## src/rtl/lim_pkg.sv

```systemverilog
package lim_pkg;
  localparam int DATA_W = 8;
  localparam int STAT_W = 2 * DATA_W;

  localparam logic [7:0] A_HI_BASE  = 8'h00;
  localparam logic [7:0] A_LO_BASE  = 8'h10;
  localparam logic [7:0] A_VAL_BASE = 8'h20;
  localparam logic [7:0] A_CFG      = 8'h40;
  localparam logic [7:0] A_STAT_A   = 8'h41;
  localparam logic [7:0] A_STAT_B   = 8'h42;
  localparam logic [7:0] A_MASK_A   = 8'h43;
  localparam logic [7:0] A_MASK_B   = 8'h44;
  localparam logic [7:0] A_MIR_A    = 8'h4C;
  localparam logic [7:0] A_MIR_B    = 8'h4D;

  localparam int CFG_IRQ_EN_BIT = 1;

  typedef enum logic [1:0] {
    RK_PLAIN = 2'd0,
    RK_CLR_A = 2'd1,
    RK_CLR_B = 2'd2
  } rd_kind_e;
endpackage

```

## src/rtl/lim_regfile.sv

```systemverilog
module lim_regfile
  import lim_pkg::*;
#(
  parameter int NUM_CH = 12,
  parameter int CH_W   = 4
) (
  input  logic              clk_i,
  input  logic              rst_ni,
  input  logic              wr_en_i,
  input  logic [7:0]        wr_addr_i,
  input  logic [DATA_W-1:0] wr_data_i,
  input  logic              samp_valid_i,
  input  logic [CH_W-1:0]   samp_ch_i,
  input  logic [DATA_W-1:0] samp_val_i,
  output logic [DATA_W-1:0] hi_o   [NUM_CH],
  output logic [DATA_W-1:0] lo_o   [NUM_CH],
  output logic [DATA_W-1:0] val_o  [NUM_CH],
  output logic [STAT_W-1:0] mask_o,
  output logic [DATA_W-1:0] cfg_o
);
  for (genvar i = 0; i < NUM_CH; i++) begin : g_ch
    always_ff @(posedge clk_i or negedge rst_ni) begin
      if (!rst_ni) begin
        hi_o[i] <= '1;
        lo_o[i] <= '0;
      end else if (wr_en_i) begin
        if (wr_addr_i == A_HI_BASE + 8'(i)) hi_o[i] <= wr_data_i;
        if (wr_addr_i == A_LO_BASE + 8'(i)) lo_o[i] <= wr_data_i;
      end
    end

    // value registers have no write path from the register port
    always_ff @(posedge clk_i or negedge rst_ni) begin
      if (!rst_ni) val_o[i] <= '0;
      else if (samp_valid_i && samp_ch_i == CH_W'(i)) val_o[i] <= samp_val_i;
    end
  end

  always_ff @(posedge clk_i or negedge rst_ni) begin
    if (!rst_ni) begin
      mask_o <= '0;
      cfg_o  <= '0;
    end else if (wr_en_i) begin
      case (wr_addr_i)
        A_MASK_A: mask_o[DATA_W-1:0]      <= wr_data_i;
        A_MASK_B: mask_o[STAT_W-1:DATA_W] <= wr_data_i;
        A_CFG:    cfg_o                   <= wr_data_i;
        default: ;
      endcase
    end
  end
endmodule

```

## src/rtl/lim_cmp.sv

```systemverilog
module lim_cmp
  import lim_pkg::*;
#(
  parameter int NUM_CH = 12,
  parameter int CH_W   = 4
) (
  input  logic              samp_valid_i,
  input  logic [CH_W-1:0]   samp_ch_i,
  input  logic [DATA_W-1:0] samp_val_i,
  input  logic [DATA_W-1:0] hi_i [NUM_CH],
  input  logic [DATA_W-1:0] lo_i [NUM_CH],
  output logic [STAT_W-1:0] set_o
);
  for (genvar i = 0; i < STAT_W; i++) begin : g_bit
    if (i < NUM_CH) begin : g_live
      assign set_o[i] = samp_valid_i && (samp_ch_i == CH_W'(i)) &&
                        ((samp_val_i > hi_i[i]) || (samp_val_i < lo_i[i]));
    end else begin : g_tie
      assign set_o[i] = 1'b0;
    end
  end
endmodule

```

## src/rtl/lim_status.sv

```systemverilog
module lim_status
  import lim_pkg::*;
(
  input  logic              clk_i,
  input  logic              rst_ni,
  input  logic [STAT_W-1:0] set_i,
  input  rd_kind_e          rd_kind_i,
  input  logic [STAT_W-1:0] mask_i,
  input  logic              irq_en_i,
  output logic [STAT_W-1:0] stat_o,
  output logic              irq_n_o
);
  logic [STAT_W-1:0] clr_vec;

  always_comb begin
    clr_vec = '0;
    case (rd_kind_i)
      RK_CLR_A: clr_vec[DATA_W-1:0]      = '1;
      RK_CLR_B: clr_vec[STAT_W-1:DATA_W] = '1;
      default: ;
    endcase
  end

  // a fresh violation outranks a clear in the same cycle
  always_ff @(posedge clk_i or negedge rst_ni) begin
    if (!rst_ni) stat_o <= '0;
    else         stat_o <= (stat_o & ~clr_vec) | set_i;
  end

  assign irq_n_o = ~(irq_en_i & (|(stat_o & ~mask_i)));
endmodule

```

## src/rtl/lim_monitor.sv

```systemverilog
module lim_monitor
  import lim_pkg::*;
#(
  parameter int NUM_CH = 12,
  parameter int CH_W   = 4
) (
  input  logic              clk_i,
  input  logic              rst_ni,
  input  logic              samp_valid_i,
  input  logic [CH_W-1:0]   samp_ch_i,
  input  logic [DATA_W-1:0] samp_val_i,
  input  logic              wr_en_i,
  input  logic [7:0]        wr_addr_i,
  input  logic [DATA_W-1:0] wr_data_i,
  input  logic              rd_en_i,
  input  logic [7:0]        rd_addr_i,
  output logic [DATA_W-1:0] rd_data_o,
  output logic              irq_n_o
);
  logic [DATA_W-1:0] hi_q  [NUM_CH];
  logic [DATA_W-1:0] lo_q  [NUM_CH];
  logic [DATA_W-1:0] val_q [NUM_CH];
  logic [STAT_W-1:0] mask_q;
  logic [DATA_W-1:0] cfg_q;
  logic [STAT_W-1:0] set_vec;
  logic [STAT_W-1:0] stat_q;
  logic              irq_en;
  rd_kind_e          rd_kind;
  logic [DATA_W-1:0] rd_mux;

  assign irq_en = cfg_q[CFG_IRQ_EN_BIT];

  lim_regfile #(.NUM_CH(NUM_CH), .CH_W(CH_W)) u_regs (
    .clk_i        (clk_i),
    .rst_ni       (rst_ni),
    .wr_en_i      (wr_en_i),
    .wr_addr_i    (wr_addr_i),
    .wr_data_i    (wr_data_i),
    .samp_valid_i (samp_valid_i),
    .samp_ch_i    (samp_ch_i),
    .samp_val_i   (samp_val_i),
    .hi_o         (hi_q),
    .lo_o         (lo_q),
    .val_o        (val_q),
    .mask_o       (mask_q),
    .cfg_o        (cfg_q)
  );

  lim_cmp #(.NUM_CH(NUM_CH), .CH_W(CH_W)) u_cmp (
    .samp_valid_i (samp_valid_i),
    .samp_ch_i    (samp_ch_i),
    .samp_val_i   (samp_val_i),
    .hi_i         (hi_q),
    .lo_i         (lo_q),
    .set_o        (set_vec)
  );

  always_comb begin
    rd_kind = RK_PLAIN;
    if (rd_en_i && rd_addr_i == A_STAT_A) rd_kind = RK_CLR_A;
    if (rd_en_i && rd_addr_i == A_STAT_B) rd_kind = RK_CLR_B;
  end

  lim_status u_stat (
    .clk_i     (clk_i),
    .rst_ni    (rst_ni),
    .set_i     (set_vec),
    .rd_kind_i (rd_kind),
    .mask_i    (mask_q),
    .irq_en_i  (irq_en),
    .stat_o    (stat_q),
    .irq_n_o   (irq_n_o)
  );

  always_comb begin
    case (rd_addr_i)
      A_CFG:             rd_mux = cfg_q;
      A_STAT_A, A_MIR_A: rd_mux = stat_q[DATA_W-1:0];
      A_STAT_B, A_MIR_B: rd_mux = stat_q[STAT_W-1:DATA_W];
      A_MASK_A:          rd_mux = mask_q[DATA_W-1:0];
      A_MASK_B:          rd_mux = mask_q[STAT_W-1:DATA_W];
      default:           rd_mux = '0;
    endcase
    for (int i = 0; i < NUM_CH; i++) begin
      if (rd_addr_i == A_HI_BASE  + 8'(i)) rd_mux = hi_q[i];
      if (rd_addr_i == A_LO_BASE  + 8'(i)) rd_mux = lo_q[i];
      if (rd_addr_i == A_VAL_BASE + 8'(i)) rd_mux = val_q[i];
    end
  end

  always_ff @(posedge clk_i or negedge rst_ni) begin
    if (!rst_ni)      rd_data_o <= '0;
    else if (rd_en_i) rd_data_o <= rd_mux;
  end
endmodule

```

## config.mk

```make
export PLATFORM = sky130hd
export DESIGN_NAME = lim_monitor
export DESIGN_NICKNAME = d
export VERILOG_FILES = /design/src/rtl/lim_pkg.sv /design/src/rtl/lim_regfile.sv /design/src/rtl/lim_cmp.sv /design/src/rtl/lim_status.sv /design/src/rtl/lim_monitor.sv
export SDC_FILE = /design/constraint.sdc
export NUM_CORES = 1
export LEC_CHECK = 0
export ABC_AREA = 0
export BUFFER_PORTS_ARGS = -buffer_cell sky130_fd_sc_hd__clkbuf_2
export CAP_MARGIN = 40
export CORE_UTILIZATION = 60
export CTS_BUF_LIST = sky130_fd_sc_hd__clkbuf_4 sky130_fd_sc_hd__clkbuf_8 sky130_fd_sc_hd__clkbuf_16
export CTS_CLUSTER_DIAMETER = 50
export DETAILED_ROUTE_END_ITERATION = 6
export HOLD_SLACK_MARGIN = 0.1
export PLACE_DENSITY_LB_ADDON = 0.3
export SETUP_SLACK_MARGIN = 0.2
export SYNTH_ARGS = -nofsm -noshare
export SYNTH_HDL_FRONTEND = slang
export SYNTH_SLANG_ARGS = --single-unit
```

## constraint.sdc

```tcl
create_clock -name clk_i -period 2.95 [get_ports clk_i]
set_input_delay 0.59 -clock clk_i [delete_from_list [all_inputs] [get_ports clk_i]]
set_output_delay 0.59 -clock clk_i [all_outputs]
set_load 0.01 [all_outputs]
```

---- After elaboration in Yosys (flattened, before gate mapping) ----
Cells that the tools add are included.
word-level totals
  register bits ........................... 336
  input bits .............................. 41
  output and inout port bits .............. 9
  word-level logic and storage cells ...... 265
cells by class
  magnitude comparators ................... 24
  equal/unequal tests ..................... 81
  multiplexer cells ....................... 41
  bitwise gates (word level) .............. 7
  reduce and logical (&&, ||, !) cells .... 71
operators by type and width
  operator            number
  $mux 8              38
  $eq 8x5->1 const B  24
  $eq 8x6->1 const B  12
  $gt 8x8->1          12
  $lt 8x8->1          12
  $eq 8x7->1 const B  10
  $eq 8x3->1 const B  8
  $eq 8x4->1 const B  8
  $reduce_and 2->1    27
  $pmux 8 s5          1
  $and 16x16->16      2
  $eq 8x2->1 const B  4
  $not 16->16         2
  $logic_and 1x1->1   26
  $eq 4x3->1 const B  4
  $eq 4x4->1 const B  4
  $eq 8x1->1 const B  2
  $logic_not 8->1     2
  $or 16x12->16       1
  $reduce_or 16->1    1
  $logic_or 1x1->1    12
  $eq 4x2->1 const B  2
  $eq 4x1->1 const B  1
  $logic_not 4->1     1
  7 further kinds     8

---- Logic depth before layout (Yosys ltp) ----
Gate-level depths: netlist (run 1).
  depth in word-level cells ............... 39
  gate-level depth with buffers ........... 12
  gate-level depth less buffers ........... 10

---- Cells and area by module ----
Synthesis (run 1) repeated with hierarchy kept, for this count alone.
second synthesis, totals
  cells, all modules ...................... 2,092
  area, all modules ....................... 21,973.6 um2
modules (own cells, without submodules)
  module       instances  cells each  area each (um2)  sequential area each (um2)
  lim_regfile  1          730         12,211.7         7,927.6
  lim_cmp      1          619         4,663.2          0.0
  lim_monitor  1          683         4,391.7          200.2
  lim_status   1          60          706.9            400.4

---- Least setup slack after synthesis (run 1) ----
No wires, ideal clock.
  kind .................................... input -> register
  start ................................... input port rd_addr_i[6]
  end ..................................... register rd_data_o[0]
  library setup time ...................... 0.123 ns
  data arrival time ....................... 2.379 ns
  data required time ...................... 2.827 ns
  path slack .............................. 0.448 ns
  stages on the path ...................... 10
  cells stage by stage .................... buf_6 -> or4b_4 -> buf_6 -> or3_1 -> o211ai_2 -> o21ai_2 -> a21oi_2 -> a211oi_1 -> a221oi_2 -> o2bb2ai_1
between the ends
  longest elaborated chain between the ends .. 39
  elaborated cells between the ends (all ways) .. 82
  those cells by class .................... eq/ne (42); mux (37); reduce/logical (3)
RTL lines
  what                  line               text
  start, declared       lim_monitor.sv:16  input logic [7:0] rd_addr_i,
  $eq 8x7->1            lim_monitor.sv:76  case (rd_addr_i)
  $reduce_or 2->1       lim_monitor.sv:76
  $pmux 8 s5            lim_monitor.sv:76
  $mux 8                lim_monitor.sv:85  if (rd_addr_i == A_HI_BASE + 8'(i)) rd_mux = hi_q[i];
  $mux 8                lim_monitor.sv:86  if (rd_addr_i == A_LO_BASE + 8'(i)) rd_mux = lo_q[i];
  $mux 8                lim_monitor.sv:87  if (rd_addr_i == A_VAL_BASE + 8'(i)) rd_mux = val_q[i];
  $mux 8                lim_monitor.sv:85
  $mux 8                lim_monitor.sv:86
  [... 23 more ...]     -
  $mux 8                lim_monitor.sv:86
  $mux 8                lim_monitor.sv:87
  $mux 8                lim_monitor.sv:85
  $mux 8                lim_monitor.sv:86
  $mux 8                lim_monitor.sv:87
  $mux 8                lim_monitor.sv:85
  $mux 8                lim_monitor.sv:86
  $mux 8 (*)            lim_monitor.sv:87
  end signal, assigned  lim_monitor.sv:93  else if (rd_en_i) rd_data_o <= rd_mux;
  end, declared         lim_monitor.sv:17  output logic [DATA_W-1:0] rd_data_o,
Every way passes the cells marked *; elsewhere a longest branch is shown, timed or not.
A chain may end at the register's enable or synchronous reset.

---- Worst setup path in the final report (run 1) ----
  start ................................... input port rd_addr_i[0]
  end ..................................... register rd_data_o[2]
Same word-level chain as after synthesis.

==> impl_metrics.py, run 1 <==
metrics = {
    "route": {
        "wl_um": 85500,
        "drc": 0,
        "num_vias": 19279,
        "ant_nets": 0,
        "drt-initial-drc-count": 2318,
        "vias_per_cell": 6.84,
        "first_pass_iters": 6,
        "wire_per_inst_um": 30.3,
    },
    "synth": {
        "synth-edff-count": 0,
        "ys_seq_area_frac": 0.399,
        "synth_fp_nets": 2289,
        "synth_adder_area_share": 0.105,
        "muxShareOfSynthArea": 0.168,
        "async_flop_share": 1.00,
        "synthTopCellsByCount": "309 x mux2_2, 240 x dfrtp_1, 187 x inv_1",
        "synth_ff_type": "dfrtp_1",
        "synthSimpleGateAreaFrac": 0.104,
        "synth_xor_area_frac": 0,
        "syn-instance-count": 2068,
        "syn-cell-area_sq_um": 21300,
        "synth-compound-area-share": 0.166,
        "synthDistinctLibCells": 85,
        "synth_top_area_frac": 0.281,
        "synth-warning-count": 0,
        "yosys.area.top_type": "dfrtp_1",
        "yosysMostFrequentCell": "mux2_2",
        "synth.ff_latch_count": 336,
        "syn_avg_cell_area_sq_um": 10.3,
        "synth_area_leaders": "dfrtp_1 28%, mux2_2 16%, dfstp_2 12%",
        "synth_top_family_by_area": "multiplexers",
    },
    "finish": {
        "nets": 2549,
        "drive_gt1_frac": 0.359,
        "fin_area_sq_um": 25600,
        "areaGrowthSynthToFinish_pct": 20.1,
    },
    "clock_network": {
        "tritoncts": "done",
        "cts.path.max_buffers": 3,
        "clk_latency_ns": 0.58,
        "clk_pin_slew_ns": 0.06,
        "cts_htree_levels": 2,
        "numClockSinks": 336,
        "cts_setup_buffers": 0,
        "cts_made_buffers": 44,
        "cts_root_buf": "clkbuf_16",
    },
    "placed_design": {
        "dpl_cell_area_sq_um": 24100,
        "hpwl_um": 62500,
        "place_congestion": 1.04,
        "portBuffers": 49,
    },
    "timing": {
        "worst_pin_slew_ns": 0.763,
        "period_needed_ns": 2.67,
        "rsz0062_at_grt": "false",
        "fin_crit_sh": 0.906,
        "max_freq_ghz": 0.374,
        "setup_viol": 0,
        "fin_skew_ns": 0.0178,
        "max-slew-margin-rel": 0.492,
        "final-max-slew-violation-count": 0,
        "finalHoldViolCount": 0,
        "hold-worst-slack_ns": 0.505,
    },
    "worst_setup_path": {
        "crit_path_top_delay_cell": "or4b_1",
        "end_kind": "register",
        "crit_top_cell": "buf_4",
        "cp-start-kind": "primary input",
        "r2r_slack_ns": 0.46,
        "critPathMaxFanout": 11,
        "path_class": "in2reg",
        "cp_cell_sequence": "clkbuf_2 > buf_4 > or4b_1 > o32ai_1 > nor3_2 > o21ai_0 > nand4_1 > o211ai_1 > buf_4 > a31o_1 > a21oi_1",
        "critPathArrivalTime_ns": 3.13,
        "cp.required_ns": 3.40,
        "cpPeakStageDelay_ns": 0.68,
    },
    "die": {
        "core-area_sq_um": 34800,
        "start_util": 0.613,
        "dieArea_sq_um": 36300,
        "die_w_um": 191,
        "placement_rows": 68,
        "io_pins": 50,
        "fp.dieH_um": 191,
    },
    "power": {
        "leakage_uw": 0.0114,
        "seqPwrFrac": 0.430,
        "p_sw_uw": 3820,
        "power_density_nw_per_um2": 511,
        "swShare": 0.292,
        "pwr-share-clk": 0.409,
        "ir_drop_uv": 527,
        "finalPower_uw": 13100,
        "combPwrFrac": 0.161,
        "intPower_uw": 9280,
    },
    "min_path": {
        "min_path_type": "reg2reg",
    },
    "grt": {
        "grt_antenna_before_repair": 5,
        "globalRouteOverflowTotal": 0,
        "grt_max_degree": 78,
        "grtUsageTotal": 0.481,
        "grt_pass1_wl_um": 126000,
        "grt_pass1_vias": 19453,
    },
    "job": {
        "cap_violations": 0,
    },
    "run_status": {
        "run_status": "finished clean",
    },
}
-- per-stage QoR --
step                      TNS, ns  worst slack [ns]  utilization  cells
after floorplan                 0             0.448            -   2068
after global placement     -0.969            -0.431        0.688   2728
after detailed placement    -1.07            -0.448        0.694   2736
after CTS                       0             0.257        0.736   2817
after global routing            0             0.240        0.737   2818
final                           0             0.277        0.737   2820
-- cells in the final DEF (no fill, tap or decap), types with 11 or more instances in the layout --
cell	netlist	layout
mux2_2	309	309
buf_4	9	241
dfrtp_1	240	240
inv_1	187	187
ha_1	180	180
nand2_1	133	133
o21ai_0	112	112
a21oi_1	105	105
dfstp_2	96	96
a21o_1	65	65
nor2_1	66	65
clkbuf_2	0	48
nand3_1	45	45
clkbuf_16	0	45
a22oi_1	42	42
nand2b_1	36	36
o22ai_1	31	31
buf_12	0	27
nor2b_1	22	22
a221oi_1	21	20
a211oi_1	17	17
nor3_1	18	17
o221ai_1	15	15
o211ai_1	15	15
nand4_1	12	12
a31oi_1	11	11
o21a_1	11	11
mux2i_1	11	11
-- flip-flops by register name (all words and copies together), names as in the netlist --
name and count:
rd_data_o 8, u_regs.cfg_o 8, u_regs.hi_o 96, u_regs.lo_o 96, u_regs.mask_o 16, u_regs.val_o 96
u_stat.stat_o 16
-- critical path: cells and delay by family --
| kind | cells | cell delay, ns |
|---|---|---|
| AO/OA/AOI/OAI | 5 | 1.02 |
| AND/OR/NAND/NOR | 3 | 0.96 |
| buffers and inverters | 3 | 0.55 |
-- metal layers --
layer / wire length (um) / vias to the layer above / share of wire / GRT usage
met5: 14 / - / 0.00016 / 0
met4: 5170 / 2 / 0.060 / 0.275
met3: 9980 / 325 / 0.12 / 0.134
met2: 36800 / 1244 / 0.43 / 0.712
met1: 33500 / 9601 / 0.39 / 0.632
li1: - / 8107 / - / -
-- cell families after synthesis --
group | after synthesis
AND/OR/NAND/NOR | 408
AO/OA/AOI/OAI | 527
multiplexers | 320
adder cells (fa/ha/maj) | 180
flip-flops | 336
buffers and inverters | 297
-- what timing repair did --
action,CTS,global route
hold endpoints to repair,41,0
gates resized for setup,1,5
endpoints found under the setup margin,1,2
hold buffers,1,0
-- power by group through the flow --
stage	combinational (uW)	clock (uW)	sequential, uW
2_1_floorplan	1180	0	5450
3_3_place_gp	1900	0	5640
3_5_place_dp	2030	0	5660
4_1_cts	2070	5340	5590
5_1_grt	2270	5540	5650
6_report	2110	5350	5630
-- final cells by class --
cell class | count | area [sq um]
multi-input combinational | 1435 | 11600
fill | 2436 | 9150
sequential | 336 | 8530
timing repair buffer | 323 | 2750
clock buffer | 62 | 1300
inverter | 188 | 706
tap | 455 | 569
clock inverter | 18 | 151
antenna | 3 | 7.51
-- path summary, 6_finish.rpt --
kind | startpoint | cells past startpoint | endpoint
max reg2reg | u_regs.hi_o[94]$_DFFE_PN1P_ | 9 | rd_data_o[6]$_DFFE_PN0P_
max in group asynchronous | rst_ni | 3 | u_regs.hi_o[61]$_DFFE_PN1P_
min reg2reg | u_regs.lo_o[92]$_DFFE_PN0P_ | 1 | u_regs.lo_o[92]$_DFFE_PN0P_
min in group asynchronous | rst_ni | 2 | u_stat.stat_o[1]$_DFF_PN0_
min | u_regs.lo_o[92]$_DFFE_PN0P_ | 1 | u_regs.lo_o[92]$_DFFE_PN0P_
max | rd_addr_i[0] | 11 | rd_data_o[2]$_DFFE_PN0P_
No activity file was read; power rests on OpenSTA's default activity.
==> inputs of run 2 (changes only) <==
ABC_AREA = 1   (was 0)
==> run 2 against run 1 <==
Sequential share of layout area up 2.9 points. Die area down 7.6%. Synthesized cell count up 23%. Non-clock buffer count down 110. Largest cell class unchanged. The flow now finishes with violations (DRC, setup timing). Largest power group is now the clock network. Synthesized area down 7.6%. Via count down 1.8%. Setup slack worse by 0.69 ns. Routed wire length down 23%. Final area down 8.0%.
==> impl_metrics.py, run 2 <==
metrics = {
    "die": {
        "placement_rows": 66,
        "die_w_um": 183,
        "start_util": 0.608,
        "dieArea_sq_um": 33600,
        "io_pins": 50,
        "fp.dieH_um": 183,
        "core-area_sq_um": 32500,
    },
    "timing": {
        "rsz0062_at_grt": "true",
        "final-max-slew-violation-count": 0,
        "layout_setup_ws_ns": -0.408,
        "max-slew-margin-rel": 0.498,
        "period_needed_ns": 3.36,
        "fin_skew_ns": 0.0120,
        "setup_viol": 6,
        "max_freq_ghz": 0.298,
        "finalHoldViolCount": 0,
        "worst_pin_slew_ns": 0.752,
        "tns_ns": -1.33,
        "fin_crit_sh": 1.14,
    },
    "synth": {
        "synth.ff_latch_count": 336,
        "syn-instance-count": 2541,
        "synthTopCellsByCount": "720 x nand2_1, 387 x o21ai_0, 324 x inv_1",
        "async_flop_share": 1.00,
        "synth_top_area_frac": 0.305,
        "synth-warning-count": 0,
        "yosysMostFrequentCell": "nand2_1",
        "synthDistinctLibCells": 38,
        "synth-edff-count": 0,
        "yosys.area.top_type": "dfrtp_1",
        "synth_area_leaders": "dfrtp_1 30%, nand2_1 14%, dfstp_2 13%",
        "syn-cell-area_sq_um": 19700,
        "syn_avg_cell_area_sq_um": 7.76,
        "ys_seq_area_frac": 0.433,
        "synth_ff_type": "dfrtp_1",
        "synth_fp_nets": 2762,
    },
    "worst_setup_path": {
        "r2r-start": "u_regs.mask_o[4]$_DFFE_PN0P_",
        "critPathArrivalTime_ns": 3.80,
        "cp.required_ns": 3.39,
        "r2r_end": "rd_data_o[4]$_DFFE_PN0P_",
        "r2r_cells": 24,
        "path_class": "in2reg",
        "critPathMaxFanout": 5,
        "cp-start-kind": "primary input",
        "end_kind": "register",
        "r2r_slack_ns": -0.14,
    },
    "min_path": {
        "min_path_type": "reg2reg",
        "holdPathEnd": "u_regs.val_o[40]$_DFFE_PN0P_",
        "min_path_cells": 2,
        "hold_path_startpoint": "u_regs.val_o[40]$_DFFE_PN0P_",
    },
    "finish": {
        "final_common_cell": "nand2_1",
        "fill_cells": 2500,
        "mostFrequentLayoutCells": "702 x nand2_1, 384 x o21ai_0, 319 x inv_1, 240 x dfrtp_1, 180 x ha_1",
        "nets": 2942,
        "antenna_cells": 0,
        "top_regs": "u_regs.hi_o (96), u_regs.lo_o (96), u_regs.val_o (96)",
        "areaGrowthSynthToFinish_pct": 19.7,
        "drive_gt1_frac": 0.189,
    },
    "power": {
        "leakage_uw": 0.0106,
        "power_density_nw_per_um2": 532,
        "ir_drop_uv": 491,
    },
    "grt": {
        "grtUsageTotal": 0.398,
        "grt_antenna_before_repair": 0,
        "globalRouteOverflowTotal": 0,
        "grt_pass1_wl_um": 101000,
        "grt_max_degree": 74,
        "grt_pass1_vias": 18195,
    },
    "route": {
        "drc": 6,
        "first_pass_iters": 7,
        "ant_nets": 0,
        "drt-initial-drc-count": 2039,
        "wl_um": 65400,
        "vias_per_cell": 5.92,
        "wire_per_inst_um": 20.5,
        "num_vias": 18928,
    },
    "placed_design": {
        "portBuffers": 49,
        "hpwl_um": 45700,
        "place_congestion": 1.02,
        "dpl_worst_slack_ns": -0.994,
    },
    "clock_network": {
        "cts_htree_levels": 2,
        "cts_root_buf": "clkbuf_16",
        "clk_pin_slew_ns": 0.06,
        "cts_made_buffers": 43,
        "numClockSinks": 336,
        "cts.path.max_buffers": 3,
        "tritoncts": "done",
        "clk_latency_ns": 0.56,
    },
    "job": {
        "cap_violations": 0,
    },
    "run_status": {
        "failed_checks": "DRC, setup timing",
        "run_status": "finished with violations",
    },
}
-- run 2: changes by cell type after synthesis, moves of 22 or more --
cell      change
o21ai_0     +275
nand2b_1     -36
nor2_1       +85
mux2_2      -309
nand4_1      +53
nand3_1      +30
nand2_1     +587
a21o_1       -62
inv_1       +137
nor2b_1      -22
a22oi_1      -42
-- run 2: timing repair --
action	in CTS	in global routing
setup buffers	9	12
pin swaps	50	59
setup endpoints to repair	9	8
resized for setup	70	69
hold endpoints to repair	47	0
cloned	1	0
hold buffers	1	0
-- run 2: cells by family (layout without fill, tap and decap cells) --
kind of cell | count (synthesis) | count (layout) | synth area share
AO/OA/AOI/OAI | 555 | 555 | 0.148
AND/OR/NAND/NOR | 1062 | 1062 | 0.226
adder cells (fa/ha/maj) | 180 | 180 | 0.114
flip-flops | 336 | 336 | 0.433
buffers and inverters | 408 | 623 | 0.0791
-- run 2: critical path, cell delays in order --
cell and delay [ns]:
buf_6 0.10, buf_6 0.11, nor2_4 0.22, nand3_4 0.16, buf_12 0.16, nor2_4 0.10
inv_2 0.04, buf_6 0.10, or2_1 0.23, nand2_2 0.07, nand3_2 0.07, nand2_2 0.07
nand4_1 0.11, nand2_1 0.11, nand4_1 0.13, nor2_1 0.13, nand4_1 0.14, nor2_2 0.13
nand4_1 0.12, nor2_2 0.13, nand4_1 0.13, nand2_1 0.11, nand4_1 0.13, nor2_2 0.17
nand3_1 0.10, nand2_1 0.08, nand2_1 0.05
-- run 2: area by class of cell --
cell class                 instances  area (sq um)  share of cell area
tap                              442           553              0.0234
inverter                         330          1240              0.0527
multi-input combinational       1797         10000               0.425
clock inverter                    28           342              0.0145
timing repair buffer             213          1750              0.0742
clock buffer                      52          1160              0.0492
sequential                       336          8530               0.361
-- run 2: power by group --
part | switching, uW | leakage, uW | internal [uW] | total, uW
clock network | 2160 | 0.000744 | 3380 | 5540
logic | 1020 | 0.00568 | 581 | 1600
registers | 319 | 0.00413 | 5100 | 5420
-- run 2: metrics by stage --
step	cell area (sq um)	total power [uW]	hold WS [ns]	util	std cells
floorplan	19700	6230	0.294	-	2541
global placement	21400	6870	0.458	0.658	3095
detailed placement	21400	6970	0.468	0.658	3095
CTS	23200	12500	0.460	0.716	3186
global route	23600	13000	0.506	0.727	3198
finish	23600	12600	0.483	0.727	3198
-- run 2: layer usage --
metal	part of all wire	vias to the layer above	track usage
met4	0.052	0	0.189
met5	0	-	0
met1	0.40	9005	0.533
li1	-	8713	-
met3	0.098	234	0.0735
met2	0.45	976	0.626
-- run 2: worst max path at each step --
| stage | start | to | slack, ns | depth (start not counted) |
|---|---|---|---|---|
| 3_3_place_gp | rd_addr_i[6] | rd_data_o[3]$_DFFE_PN0P_ | -0.95 | 27 |
| 4_1_cts | rd_addr_i[3] | rd_data_o[6]$_DFFE_PN0P_ | -0.27 | 31 |
| 6_report | rd_addr_i[7] | rd_data_o[4]$_DFFE_PN0P_ | -0.41 | 27 |
| 3_5_place_dp | rd_addr_i[6] | rd_data_o[3]$_DFFE_PN0P_ | -0.99 | 27 |
| 2_1_floorplan | rd_addr_i[6] | rd_data_o[4]$_DFFE_PN0P_ | 0.29 | 24 |
| 5_1_grt | rd_addr_i[7] | rd_data_o[4]$_DFFE_PN0P_ | -0.49 | 27 |
